<file path="config.mk">
export PLATFORM = sky130hd
export DESIGN_NAME = sysref_lat_unit
export DESIGN_NICKNAME = d
export VERILOG_FILES = /design/src/rtl/sysref_lat_pkg.sv /design/src/rtl/slu_sync.sv /design/src/rtl/slu_sysref_gen.sv /design/src/rtl/slu_lmfc.sv /design/src/rtl/slu_lat_meter.sv /design/src/rtl/sysref_lat_unit.sv
export SDC_FILE = /design/constraint.sdc
export NUM_CORES = 1
export LEC_CHECK = 0
export BUFFER_PORTS_ARGS = -buffer_cell sky130_fd_sc_hd__buf_4
export CORE_MARGIN = 3
export CORE_UTILIZATION = 45
export CTS_BUF_LIST = sky130_fd_sc_hd__clkbuf_2 sky130_fd_sc_hd__clkbuf_4 sky130_fd_sc_hd__clkbuf_8
export DETAILED_ROUTE_END_ITERATION = 6
export GPL_TIMING_DRIVEN = 0
export MAX_ROUTING_LAYER = met4
export PLACE_DENSITY_LB_ADDON = 0.2
export SYNTH_ARGS = -nofsm -noshare
export SYNTH_HDL_FRONTEND = slang
export SYNTH_SLANG_ARGS = --single-unit
</file>
<file path="constraint.sdc">
create_clock -name clk -period 3.8 [get_ports clk]
set_clock_uncertainty 0.2 [all_clocks]
set_input_delay 0.76 -clock clk [delete_from_list [all_inputs] [get_ports clk]]
set_output_delay 0.76 -clock clk [all_outputs]
set_load 0.03 [all_outputs]
</file>
<file path="src/rtl/sysref_lat_pkg.sv">
package sysref_lat_pkg;
  // flops in each input synchroniser
  localparam int unsigned SYNC_STAGES = 2;
  // latency reported when valid is seen on the first possible edge
  localparam int unsigned LAT_START = SYNC_STAGES + 1;

  typedef enum logic [1:0] {
    MEAS_IDLE,
    MEAS_RUN,
    MEAS_HELD
  } meas_state_e;
endpackage

</file>
<file path="src/rtl/slu_sync.sv">
module slu_sync #(
  parameter int unsigned STAGES = 2
) (
  input  logic clk,
  input  logic rst,
  input  logic din,
  output logic dout
);
  logic chain [STAGES];

  for (genvar g = 0; g < STAGES; g++) begin : g_stage
    if (g == 0) begin : g_first
      always_ff @(posedge clk) begin
        if (rst) chain[0] <= 1'b0;
        else     chain[0] <= din;
      end
    end else begin : g_next
      always_ff @(posedge clk) begin
        if (rst) chain[g] <= 1'b0;
        else     chain[g] <= chain[g-1];
      end
    end
  end

  assign dout = chain[STAGES-1];
endmodule

</file>
<file path="src/rtl/slu_sysref_gen.sv">
module slu_sysref_gen #(
  parameter int unsigned MF_W = 9
) (
  input  logic            clk,
  input  logic            rst,
  input  logic            en,
  input  logic [MF_W-1:0] mf_len,
  output logic            pulse
);
  logic [MF_W-1:0] phase;
  logic [MF_W-1:0] last;

  always_comb last = mf_len - 1'b1;

  always_ff @(posedge clk) begin
    if (rst || !en) begin
      phase <= '0;
      pulse <= 1'b0;
    end else begin
      pulse <= (phase == '0);
      phase <= (phase >= last) ? '0 : phase + 1'b1;
    end
  end
endmodule

</file>
<file path="src/rtl/slu_lmfc.sv">
module slu_lmfc #(
  parameter int unsigned MF_W = 9
) (
  input  logic            clk,
  input  logic            rst,
  input  logic [MF_W-1:0] mf_len,
  input  logic [MF_W-1:0] offset,
  input  logic            continuous,
  input  logic            ref_lvl,
  output logic [MF_W-1:0] count,
  output logic            boundary,
  output logic            armed,
  output logic            misaligned
);
  logic            ref_prev;
  logic            ref_rise;
  logic            take;
  logic            aligned;
  logic [MF_W-1:0] last;
  logic [MF_W-1:0] nxt;
  logic [MF_W-1:0] load_val;

  always_comb begin
    last     = mf_len - 1'b1;
    nxt      = (count >= last) ? '0 : count + 1'b1;
    load_val = (offset > last) ? '0 : offset;
    ref_rise = ref_lvl & ~ref_prev;
    take     = ref_rise & (armed | continuous);
  end

  always_ff @(posedge clk) begin
    if (rst) begin
      ref_prev   <= 1'b0;
      count      <= '0;
      boundary   <= 1'b1;
      armed      <= 1'b1;
      aligned    <= 1'b0;
      misaligned <= 1'b0;
    end else begin
      ref_prev   <= ref_lvl;
      misaligned <= take & aligned & (nxt != load_val);
      if (ref_rise) armed <= 1'b0;
      if (take) begin
        count    <= load_val;
        boundary <= (load_val == '0);
        aligned  <= 1'b1;
      end else begin
        count    <= nxt;
        boundary <= (nxt == '0);
      end
    end
  end
endmodule

</file>
<file path="src/rtl/slu_lat_meter.sv">
module slu_lat_meter
  import sysref_lat_pkg::*;
#(
  parameter int unsigned LAT_W = 10
) (
  input  logic             clk,
  input  logic             rst,
  input  logic             released,
  input  logic             valid,
  output logic [LAT_W-1:0] count,
  output logic             done
);
  localparam logic [LAT_W-1:0] CNT_MAX = '1;
  localparam logic [LAT_W-1:0] CNT_START = LAT_W'(LAT_START);

  meas_state_e state;
  logic        rel_prev;
  logic        rel_rise;

  always_comb rel_rise = released & ~rel_prev;

  always_ff @(posedge clk) begin
    if (rst) begin
      state    <= MEAS_IDLE;
      rel_prev <= 1'b0;
      count    <= '0;
      done     <= 1'b0;
    end else begin
      rel_prev <= released;
      if (!released) begin
        state <= MEAS_IDLE;
        count <= '0;
        done  <= 1'b0;
      end else if (rel_rise) begin
        state <= MEAS_RUN;
        count <= CNT_START;
        done  <= 1'b0;
      end else begin
        case (state)
          MEAS_RUN: begin
            if (valid) begin
              state <= MEAS_HELD;
              done  <= 1'b1;
            end else if (count != CNT_MAX) begin
              count <= count + 1'b1;
            end
          end
          default: ;
        endcase
      end
    end
  end
endmodule

</file>
<file path="src/rtl/sysref_lat_unit.sv">
module sysref_lat_unit
  import sysref_lat_pkg::*;
#(
  parameter int unsigned F_W   = 5,
  parameter int unsigned K_W   = 6,
  parameter int unsigned LAT_W = 10,
  parameter int unsigned MF_W  = F_W + K_W - 2
) (
  input  logic             clk,
  input  logic             rst,
  input  logic [F_W-1:0]   cfg_octets_per_frame,
  input  logic [K_W-1:0]   cfg_frames_per_mf,
  input  logic [MF_W-1:0]  cfg_lmfc_offset,
  input  logic             cfg_continuous,
  input  logic             sysref_gen_en,
  input  logic             sysref_in,
  input  logic             sync_n_in,
  input  logic             rx_valid,
  output logic             sysref_out,
  output logic [MF_W-1:0]  lmfc_count,
  output logic             lmfc_boundary,
  output logic             single_arm,
  output logic             sysref_misaligned,
  output logic [LAT_W-1:0] lat_count,
  output logic             lat_done
);
  localparam int unsigned PROD_W = F_W + K_W;

  logic [PROD_W-1:0] octets_per_mf;
  logic [MF_W-1:0]   mf_len_q;
  logic [1:0]        async_in;
  logic [1:0]        synced;

  // 32-bit datapath: four octets per link clock
  always_comb octets_per_mf = {{K_W{1'b0}}, cfg_octets_per_frame}
                            * {{F_W{1'b0}}, cfg_frames_per_mf};

  always_ff @(posedge clk) mf_len_q <= octets_per_mf[PROD_W-1:2];

  assign async_in = {sync_n_in, sysref_in};

  for (genvar g = 0; g < 2; g++) begin : g_sync
    slu_sync #(.STAGES(SYNC_STAGES)) u_sync (
      .clk  (clk),
      .rst  (rst),
      .din  (async_in[g]),
      .dout (synced[g])
    );
  end

  slu_sysref_gen #(.MF_W(MF_W)) u_gen (
    .clk    (clk),
    .rst    (rst),
    .en     (sysref_gen_en),
    .mf_len (mf_len_q),
    .pulse  (sysref_out)
  );

  slu_lmfc #(.MF_W(MF_W)) u_lmfc (
    .clk        (clk),
    .rst        (rst),
    .mf_len     (mf_len_q),
    .offset     (cfg_lmfc_offset),
    .continuous (cfg_continuous),
    .ref_lvl    (synced[0]),
    .count      (lmfc_count),
    .boundary   (lmfc_boundary),
    .armed      (single_arm),
    .misaligned (sysref_misaligned)
  );

  slu_lat_meter #(.LAT_W(LAT_W)) u_meter (
    .clk      (clk),
    .rst      (rst),
    .released (synced[1]),
    .valid    (rx_valid),
    .count    (lat_count),
    .done     (lat_done)
  );
endmodule

</file>
==> results.md, run 1 <==
- RSZ-0062 raised after global routing: false
- Worst slack, placed: -0.216 ns
- Post-Syn Area: 3770 sq um
- Routability cong.: 0.922
- Yosys reg bits: 50
- Final hold violations: 0
- CP startpoint kind: input pin
- Critical path class: input pin to register
- Largest net degree at the start of global routing: 18
- Hold Path Class: register to register
- Die H: 97.5 um
- Arrival time at the worst endpoint: 3.69 ns
- Normalized max-slew margin: 48.2%
- Antenna diodes: 0
- Most common flop cell mapped by yosys: dfxtp_1
- DP Cell Count: 572
- Most frequent cells after synthesis: dfxtp_1, ha_1, nand2_1
- Total GRT Usage: 17.2%
- Critical Path End Type: register
- Syn-to-layout area delta: 16.8%
- Syn_area_per_cell: 8.95 sq um
- Top layer in use: met4
- Fin. max-slew vios: 0
- Clock transition at the registers of the reported paths: 0.10 ns
- Leak Pwr: 1.95 nW
- Number of distinct library cells after synthesis: 62
- Clk root buf: clkbuf_8
- Max_cap viols: 0
- Metal3 WL: 347 um
- Met2 wire len: 3.77 mm
- Final min period: 3.65 ns
- DR pass1 iterations: 4
- Skew-Pair Late Insertion Delay: 0.31 ns
- DRC Markers: 0
- Final WS setup: 0.148 ns
- Layout cell share with drive strength beyond 1: 20.1%
- Initial Utilization: 47.5%
- I/O pins: 51
- Die Width: 97.5 um
- Core area: 7930 sq um
- H-tree levels: 2
- Fin crit share: 96.1%
- Sink Count: 50
- Worst-margin pin slew: 0.771 ns
- CTS tree: built
- Clk buf depth: 2
- Finish-stage setup viols: 0
- Congestion Overflow GR: 0
- Pwr Density: 423 nW/um^2
- Setup Fix Bufs, Post-CTS: 0
- Initial antenna violation count: 0
- Final hold slack: 0.264 ns
- Synth warn: 0
- Outcome: complete, no violations
- Highest clock rate: 274 MHz
- Post-synth EDFFs: 0
- Top-area cell type share of the netlist area: 26.6%
- Post-synthesis async set-or-reset flop share: 0%
- Worst path required time: 3.84 ns
- Post-DRT Antenna Nets: 0
- Synth top area cells: dfxtp_1, ha_1, fa_1
- Final std cells w/o fill: 580
- Post-DR wirelength/cell: 13.6 um
- Total die area: 9510 sq um
- Fillers: 756
- Mapped Nets: 499
- Port Buffers: 49
- Sequential element share of the synthesized area: 26.6%
- Most numerous cell in the Yosys netlist: dfxtp_1
- CTS Buf Count: 5
- Setup TNS: 0 ns
- Via count: 3098
- NumNets Final: 555
- Starting DRT DRC Count: 105
- Via density: 5.34
- Worst vdd ir: 0.179 mV
- M1 wire length: 3.67 mm
- Crit-path max FO: 6
- Synthesized instance count: 421
- Site Rows: 32
- Wirelength, routed: 7.90 mm
- Vias in the first global route: 3016
- Leading area contributor after synthesis: dfxtp_1
- Dpl hpwl: 6.35 mm
- Global-route wire length before repair: 13.6 mm
## cells by family (layout without fill, tap and decap cells)
| group | Yosys count | count (layout) | synth area share, % |
|---|---|---|---|
| AOI/OAI and AO/OA | 80 | 80 | 16.9 |
| DFF | 50 | 50 | 26.6 |
| adders and majority gates | 53 | 53 | 19.9 |
| muxes | 2 | 2 | 0.531 |
| xor gates and xnor gates | 41 | 41 | 9.53 |
| and+or+nand+nor | 152 | 152 | 21.5 |
| buffers and inverters | 43 | 100 | 5.11 |
## routing by layer
layer  global-route usage [%]  up-vias
met2                     29.1       65
met1                     21.8     1450
met4                     4.05        0
li1                         -     1576
met3                     2.37        7
met5                        -        -
## flip-flops by register name (all words and copies together), names as in the netlist
signal and cells:
u_gen.pulse 1, u_lmfc.armed 1, u_lmfc.misaligned 1, u_meter.rel_prev 1, u_gen.phase 9, mf_len_q 9, u_lmfc.count 9, g_sync.u_sync.chain 4
u_lmfc.ref_prev 1, u_meter.state 2, u_lmfc.boundary 1, u_lmfc.aligned 1, u_meter.count 10
## what timing repair did
action,in CTS,in global routing
gates resized for setup,0,5
hold buffers,0,0
setup endpoints to repair,0,11
## placed cells by master (no fill, tap or decap), types with 3 or more instances in the layout
cell type  instances
inv_1             34
a31oi_1            3
nor2_2             5
o21a_1             4
a21o_1            10
nand4_1            5
and2_1            10
ha_1              37
o21ai_0            6
xor2_1            18
o2111ai_1          3
nand2_1           35
clkbuf_8           5
nor2_1            31
xnor2_1           22
dfxtp_1           49
or2_2              3
a22oi_2            6
a211oi_1           9
a2bb2oi_1          3
and3_1             9
nor3_1            10
o21bai_1           4
buf_4             49
a21oi_1           12
fa_1              11
nand2b_1           6
nand3_1           14
nor2b_1            8
clkbuf_1           5
## cell type report
| cell class | instances | area (sq um) | share of cell area (%) |
|---|---|---|---|
| Buffer | 9 | 65.1 | 1.48 |
| Clock buffer | 5 | 68.8 | 1.56 |
| Sequential cell | 50 | 1000 | 22.8 |
| Clock inverter | 3 | 23.8 | 0.540 |
| Timing Repair Buffer | 49 | 368 | 8.35 |
| Multi-Input combinational cell | 328 | 2620 | 59.5 |
| Tap cell | 102 | 128 | 2.90 |
| Inverter | 34 | 128 | 2.90 |
## stage by stage
stage / total power [W] / area [sq um] / util (%)
2_1_floorplan: 0.00133 / 3790 / -
3_3_place_gp: 0.00151 / 4280 / 54.0
3_5_place_dp: 0.00154 / 4280 / 54.0
4_1_cts: 0.00187 / 4380 / 55.2
5_1_grt: 0.00201 / 4400 / 55.5
6_report: 0.00186 / 4400 / 55.5
## power breakdown
part	internal [W]	total (W)	switching [W]	leakage, nW
combinational	0.000429	0.000888	0.000459	1.50
clock	0.000132	0.000323	0.000191	0.0408
sequential	0.000582	0.000649	0.0000679	0.409
## final timing paths
check | from | to | slack [ns] | depth (start not counted)
max | cfg_octets_per_frame[2] | mf_len_q[8] | 0.15 | 14
max reg2reg | mf_len_q[0] | u_lmfc.boundary | 0.20 | 16
min reg2reg | g_sync[0].u_sync.chain[0] | g_sync[0].u_sync.chain[1] | 0.26 | 1
min | g_sync[0].u_sync.chain[0] | g_sync[0].u_sync.chain[1] | 0.26 | 1
## worst max-delay path, stage by stage
cell,delay [ns]
buf_4,0.12
nand2_2,0.06
fa_1,0.56
fa_1,0.43
fa_1,0.49
inv_1,0.06
ha_4,0.24
a21o_1,0.16
a21oi_2,0.15
o21bai_1,0.11
a21oi_2,0.18
o21bai_1,0.07
a21oi_1,0.17
xnor2_1,0.13
No activity file was read; power rests on OpenSTA's default activity.
==> inputs of run 2 (changes only) <==
--- a/config.mk
+++ b/config.mk
@@ -7,7 +7,7 @@
 export LEC_CHECK = 0
 export BUFFER_PORTS_ARGS = -buffer_cell sky130_fd_sc_hd__buf_4
 export CORE_MARGIN = 3
-export CORE_UTILIZATION = 45
+export CORE_UTILIZATION = 54
 export CTS_BUF_LIST = sky130_fd_sc_hd__clkbuf_2 sky130_fd_sc_hd__clkbuf_4 sky130_fd_sc_hd__clkbuf_8
 export DETAILED_ROUTE_END_ITERATION = 6
 export GPL_TIMING_DRIVEN = 0
==> constraint.sdc (replaced) <==
create_clock -name clk -period 3 [get_ports clk]
set_clock_uncertainty 0.2 [all_clocks]
set_input_delay 0.6 -clock clk [delete_from_list [all_inputs] [get_ports clk]]
set_output_delay 0.6 -clock clk [all_outputs]
set_load 0.03 [all_outputs]
==> run 2 against run 1 <==
Effect of this change: the run now ends with negative setup slack left; final cell count up 2.2%; setup slack worse by 0.44 ns; largest cell class unchanged; total power increased by 53%; sequential power grew 31%; critical path depth stayed put; critical endpoint is now mf_len_q[7]; via count grew 7.2%; die area down 16%.
==> results.md, run 2 (synthesis gave the netlist of run 1 again) <==
- Leak Pwr: 2.14 nW (+9.7%)
- Die Width: 89.5 um (-8.2%)
- Final hold slack: 0.251 ns (-0.0125 ns)
- RSZ-0062 raised after global routing: true
- Skew-Pair Late Insertion Delay: 0.32 ns (about the same)
- Flop pwr share: 29.9% (-5.0 points)
- Clock transition at the registers of the reported paths: 0.10 ns (about the same)
- Worst path required time: 3.04 ns (-0.80 ns)
- Finish-stage setup viols: 23 (+23)
- Congestion Overflow GR: 0 (unchanged)
- Die H: 89.5 um (-8.2%)
- Core area: 6570 sq um (-17%)
- Cts-stage hold buffer count: 0 (unchanged)
- Largest register FFs: 10 (unchanged)
- Post-DRT Antenna Nets: 0 (unchanged)
- Most common cell after layout, fill and taps aside: buf_4
- Multi-input logic area: 2900 sq um (+11%)
- Global-route wire length before repair: 14.9 mm (+9.5%)
- Initial Utilization: 57.4% (+9.8 points)
- Clock network fraction of total power: 17.6% (+0.2 points)
- I/O pins: 51 (unchanged)
- Port Buffers: 49 (unchanged)
- Final core occ: 74.8% (+19 points)
- H-tree levels: 2 (unchanged)
- Hold Path Class: register to register
- Fillers: 465 (-38%)
- Crit-path max FO: 3 (-3)
- Largest Register: u_meter.count
- Sink Count: 50 (unchanged)
- Initial antenna violation count: 0 (unchanged)
- Fin crit share: 110%
- Syn-to-layout area delta: 30.4%
- CP max-delay cell: fa_1
- Switch share: 38.1% (-0.48 points)
- DR pass1 iterations: 4 (unchanged)
- Clk buf depth: 2 (unchanged)
- Dpl hpwl: 6.28 mm (-1.1%)
- Starting DRT DRC Count: 145 (+38%)
- Total GRT Usage: 24.0% (+6.8 points)
- CP startpoint kind: input pin
- Storage cell area: 1010 sq um (+0.75%)
- CP most frequent cell: fa_1
- Largest net degree at the start of global routing: 18 (unchanged)
- Worst path max stage delay: 0.55 ns (about the same)
- Final WS setup: -0.291 ns (-0.439 ns)
- Wirelength, routed: 8.80 mm (+11%)
- DRC Markers: 0 (unchanged)
- Worst vdd ir: 0.255 mV (+42%)
- Final hold violations: 0 (unchanged)
- Antenna diodes: 0 (unchanged)
- Via density: 5.60 (+4.8%)
- Outcome: finished with violations
- Pwr Density: 579 nW/um^2 (+37%)
- Post-DR wirelength/cell: 14.8 um (+9.0%)
- Fin. max-slew vios: 0 (unchanged)
- Clk root buf: clkbuf_8
- Critical path class: input pin to register
- Most frequent cells in the layout: buf_4, dfxtp_1, ha_1
- Violated checks: negative setup slack
- Total die area: 8020 sq um (-16%)
- Site Rows: 29 (-9.4%)
- NumNets Final: 577 (+4.0%)
- CTS Buf Count: 5 (unchanged)
- Via count: 3320 (+7.2%)
- Switching Power: 0.00108 W (+51%)
- Vias in the first global route: 3276 (+8.6%)
- Final min period: 3.29 ns
- Worst slack, placed: -0.792 ns (-0.576 ns)
- Layout cell share with drive strength beyond 1: 32.4% (+12 points)
- Highest clock rate: 304 MHz
- CTS tree: built
- Combinational share of power: 52.5% (+4.8 points)
- Worst-margin pin slew: 0.812 ns (+0.0409 ns)
- Internal cell power: 0.00176 W (+54%)
- Setup TNS: -3.38 ns (-3.38 ns)
- Arrival time at the worst endpoint: 3.33 ns (-0.36 ns)
- Pwr Total: 0.00284 W (+53%)
- Max_cap viols: 0 (unchanged)
- Critical Path End Type: register
- CP cell instances: buf_8, nand2_4, fa_1, fa_1, fa_1, inv_2, ha_4, buf_4, a21oi_4, o21bai_1, a21oi_2, o21bai_1, a21oi_1, xnor2_1
- Routability cong.: 0.912 (-1.1%)
- Normalized max-slew margin: 45.5% (-2.7 points)
[run 2: what timing repair did]
| action | CTS | global route |
|---|---|---|
| endpoints found under the setup margin | 24 | 26 |
| buffers inserted | 21 | 5 |
| gates cloned | 2 | 0 |
| pin swaps | 51 | 29 |
| gates resized for setup | 45 | 14 |
[run 2: final cells by class]
| type | instances | share of cell area [%] |
|---|---|---|
| multi-input cells | 330 | 59.0 |
| flip-flops and latches | 50 | 20.5 |
| repair buffers | 72 | 12.4 |
| inverters | 34 | 2.65 |
| well taps | 93 | 2.37 |
| clock buffers | 5 | 1.40 |
| clock inverters | 3 | 0.967 |
| plain buffers | 6 | 0.611 |
[run 2: final timing paths]
check        slack (ns)  cells past startpoint                 startpoint                        end
max               -0.29                     14    cfg_octets_per_frame[4]                mf_len_q[7]
min                0.25                      1  g_sync[1].u_sync.chain[0]  g_sync[1].u_sync.chain[1]
max reg2reg       -0.27                     16                mf_len_q[0]            u_lmfc.count[6]
min reg2reg        0.25                      1  g_sync[1].u_sync.chain[0]  g_sync[1].u_sync.chain[1]
[run 2: layer usage]
layer | vias to the layer above | track usage (%) | share of wire (%)
met3 | 16 | 2.95 | 4.6
li1 | 1625 | - | -
met4 | 0 | 6.36 | 1.6
met5 | - | - | 0
met2 | 103 | 44.3 | 53
met1 | 1576 | 27.1 | 41
[run 2: critical path, delay by kind of cell]
kind | cells | cell delay [ns]
simple gates | 1 | 0.04
compound gates | 5 | 0.60
buf+inv | 3 | 0.26
xor+xnor | 1 | 0.13
fa+ha+maj | 4 | 1.69
[run 2: power by group through the flow]
stage          clock (W)  sequential, W  combinational [W]
2_1_floorplan          0       0.000858           0.000891
3_3_place_gp           0       0.000841            0.00114
3_5_place_dp           0       0.000842            0.00117
4_1_cts         0.000510       0.000846            0.00142
5_1_grt         0.000535       0.000863            0.00164
6_report        0.000501       0.000850            0.00149
[run 2: through the flow]
stage                     instances  instance area (sq um)
after floorplan                 421                   3870
after global placement          563                   4360
after detailed placement        563                   4360
after CTS                       591                   4830
after global routing            593                   4910
final                           593                   4910
==> inputs of run 3 (changes only) <==
--- a/config.mk
+++ b/config.mk
@@ -5,11 +5,11 @@
 export SDC_FILE = /design/constraint.sdc
 export NUM_CORES = 1
 export LEC_CHECK = 0
-export BUFFER_PORTS_ARGS = -buffer_cell sky130_fd_sc_hd__buf_4
 export CORE_MARGIN = 3
-export CORE_UTILIZATION = 54
+export CORE_UTILIZATION = 60
 export CTS_BUF_LIST = sky130_fd_sc_hd__clkbuf_2 sky130_fd_sc_hd__clkbuf_4 sky130_fd_sc_hd__clkbuf_8
 export DETAILED_ROUTE_END_ITERATION = 6
+export DONT_BUFFER_PORTS = 1
 export GPL_TIMING_DRIVEN = 0
 export MAX_ROUTING_LAYER = met4
 export PLACE_DENSITY_LB_ADDON = 0.2
==> run 3 against run 2 <==
Effect of this change: the run still ends with negative setup slack left; first-iteration DRC count decreased by 26%; clock power decreased by 22%; die area decreased by 9.4%; global-route usage increased by 2.7 points; sequential power increased by 7.1%; design area decreased by 4.3%; via count decreased by 1.2%; utilization increased by 3.7 points; fmax decreased by 2.0%; final cell count decreased by 8.4%; critical endpoint unchanged; register-to-register slack improved by 0.09 ns.
==> results.md, run 3 (synthesis gave the netlist of run 1 again) <==
- Clk buf depth: 2 (unchanged)
- Clk root buf: clkbuf_8
- Site Rows: 28 (-3.4%)
- Post-DRT Antenna Nets: 0 (unchanged)
- Port Buffers: 0 (-100%)
- Final hold slack: 0.208 ns (-0.0430 ns)
- Layout cell share with drive strength beyond 1: 31.0% (-1.4 points)
- Die Width: 85.3 um (-4.8%)
- Initial Utilization: 62.9% (+5.5 points)
- Final hold violations: 0 (unchanged)
- Antenna diodes: 0 (unchanged)
- Largest Register: u_meter.count
- Switch share: 39.4% (+1.3 points)
- DP Cell Count: 496 (-12%)
- Final WS setup: -0.358 ns (-0.0669 ns)
- Vias in the first global route: 3334 (+1.8%)
- Fin crit share: 112% (+2.2 points)
- CP Depth: 14 (unchanged)
- Pwr Total: 0.00293 W (+3.2%)
- Clock transition at the registers of the reported paths: 0.10 ns (about the same)
- Worst vdd ir: 0.382 mV (+50%)
- Routability cong.: 0.877 (-3.9%)
- Total die area: 7270 sq um (-9.4%)
- Combinational share of power: 55.7% (+3.2 points)
- Syn-to-layout area delta: 24.8%
- I/O pins: 51 (unchanged)
- Crit-path max FO: 5 (+2)
- NumNets Final: 546 (-5.4%)
- Total GRT Usage: 26.7% (+2.7 points)
- Fillers: 385 (-17%)
- Critical Path End Type: register
- Hold depth: 1 (unchanged)
- Critical path class: input pin to register
- DRC Markers: 0 (unchanged)
- CP startpoint kind: input pin
- Via count: 3280 (-1.2%)
- Cts-stage hold buffer count: 0 (unchanged)
- CP max-delay cell: fa_1
- Initial antenna violation count: 0 (unchanged)
- Dpl hpwl: 6.36 mm (+1.2%)
- Worst path required time: 3.03 ns (about the same)
- RSZ-0062 raised after global routing: true
- CP most frequent cell: fa_1
- CTS tree: built
- CP cell instances: nand2_8, fa_1, fa_1, fa_1, inv_2, ha_4, buf_4, buf_6, a21oi_4, o21bai_1, a21oi_2, o21bai_1, a21oi_1, xnor2_1
- Hold Path Class: input pin to register
- Die H: 85.3 um (-4.8%)
- Wirelength, routed: 9.57 mm (+8.8%)
- Internal cell power: 0.00178 W (+0.99%)
- Sink Count: 50 (unchanged)
- Worst Reg-to-Reg Cells: 10 (-6)
- Largest net degree at the start of global routing: 16 (-2)
- Fin. max-slew vios: 0 (unchanged)
- Worst-margin pin slew: 0.671 ns (-0.141 ns)
- Global-route wire length before repair: 15.3 mm (+3.0%)
- CP Buf/Inv Count: 3 (unchanged)
- Starting DRT DRC Count: 107 (-26%)
- Worst path max stage delay: 0.54 ns (about the same)
- Skew-Pair Late Insertion Delay: 0.31 ns (about the same)
- Flop pwr share: 31.0% (+1.1 points)
- Arrival time at the worst endpoint: 3.39 ns (+0.06 ns)
- Final std cells w/o fill: 543 (-8.4%)
- Congestion Overflow GR: 0 (unchanged)
- Outcome: finished with violations
- Largest register FFs: 10 (unchanged)
- Met1 global-route usage: 28.6% (+1.5 points)
- Max_cap viols: 0 (unchanged)
- Highest clock rate: 298 MHz (-2.0%)
- Clock network fraction of total power: 13.2% (-4.4 points)
- Most frequent cells in the layout: dfxtp_1, nand2_1, ha_1, buf_4, nor2_1
- Pwr Density: 624 nW/um^2 (+7.8%)
- DR pass1 iterations: 5 (+1)
- Most common cell after layout, fill and taps aside: dfxtp_1
- Leak Pwr: 1.99 nW (-7.2%)
- Worst slack, placed: -0.649 ns (+0.143 ns)
- Met2 Track Usage GR: 47.5% (+3.1 points)
- Normalized max-slew margin: 55.1% (+9.6 points)
- Final min period: 3.36 ns (+0.0669 ns)
- Post-DR wirelength/cell: 17.6 um (+19%)
- Top cell family by delay on the critical path: adder cells
- Finish-stage setup viols: 22 (-4.3%)
- Violated checks: negative setup slack
- Most Crowded Layer GR: met2
- H-tree levels: 2 (unchanged)
- CTS Buf Count: 5 (unchanged)
- Core area: 5990 sq um (-8.8%)
- Via density: 6.04 (+7.9%)
- GR Util met3: 5.92% (+3.0 points)
- Switching Power: 0.00116 W (+6.7%)
[run 3: metal layers]
metal / vias to the layer above / share of wire [%]
met3: 31 / 6.3
met2: 132 / 53
met1: 1560 / 37
met4: 0 / 3.6
met5: - / 0
li1: 1557 / -
[run 3: area by class of cell]
type / count / area (sq um) / area share, %
multi-input cells: 329 / 2960 / 63.0
flip-flops and latches: 50 / 1020 / 21.7
repair buffers: 42 / 379 / 8.06
inverters: 34 / 130 / 2.77
well taps: 75 / 93.8 / 2.00
clock buffers: 5 / 68.8 / 1.46
plain buffers: 6 / 30.0 / 0.639
clock inverters: 2 / 13.8 / 0.293
[run 3: power groups by stage]
| stage | logic [W] | registers [W] | clock network, W |
|---|---|---|---|
| 6_report | 0.00164 | 0.000910 | 0.000389 |
| 5_1_grt | 0.00177 | 0.000921 | 0.000423 |
| 4_1_cts | 0.00141 | 0.000895 | 0.000395 |
| 3_5_place_dp | 0.00109 | 0.000879 | 0 |
| 3_3_place_gp | 0.00103 | 0.000874 | 0 |
| 2_1_floorplan | 0.000891 | 0.000858 | 0 |
[run 3: repair_timing]
item                                    CTS  global route
gates resized for setup                  51            18
endpoints found under the setup margin   24            24
setup buffers                            28            14
cloned                                    1             0
pin swaps                                43            18
[run 3: worst paths after layout]
check	start	end	slack [ns]
setup / recovery	cfg_frames_per_mf[2]	mf_len_q[7]	-0.36
hold / removal	sysref_in	g_sync[0].u_sync.chain[0]	0.21
setup reg to reg	mf_len_q[4]	u_lmfc.misaligned	-0.18
hold reg to reg	g_sync[1].u_sync.chain[0]	g_sync[1].u_sync.chain[1]	0.24
[run 3: per-stage QoR]
step / util, % / cell area [sq um] / setup TNS [ns]
global placement: 66.2 / 3970 / -5.97
floorplan: - / 3870 / -1.58
finish: 78.5 / 4700 / -2.50
CTS: 75.3 / 4510 / -1.27
detailed placement: 66.2 / 3970 / -6.88
global route: 78.5 / 4700 / -5.75
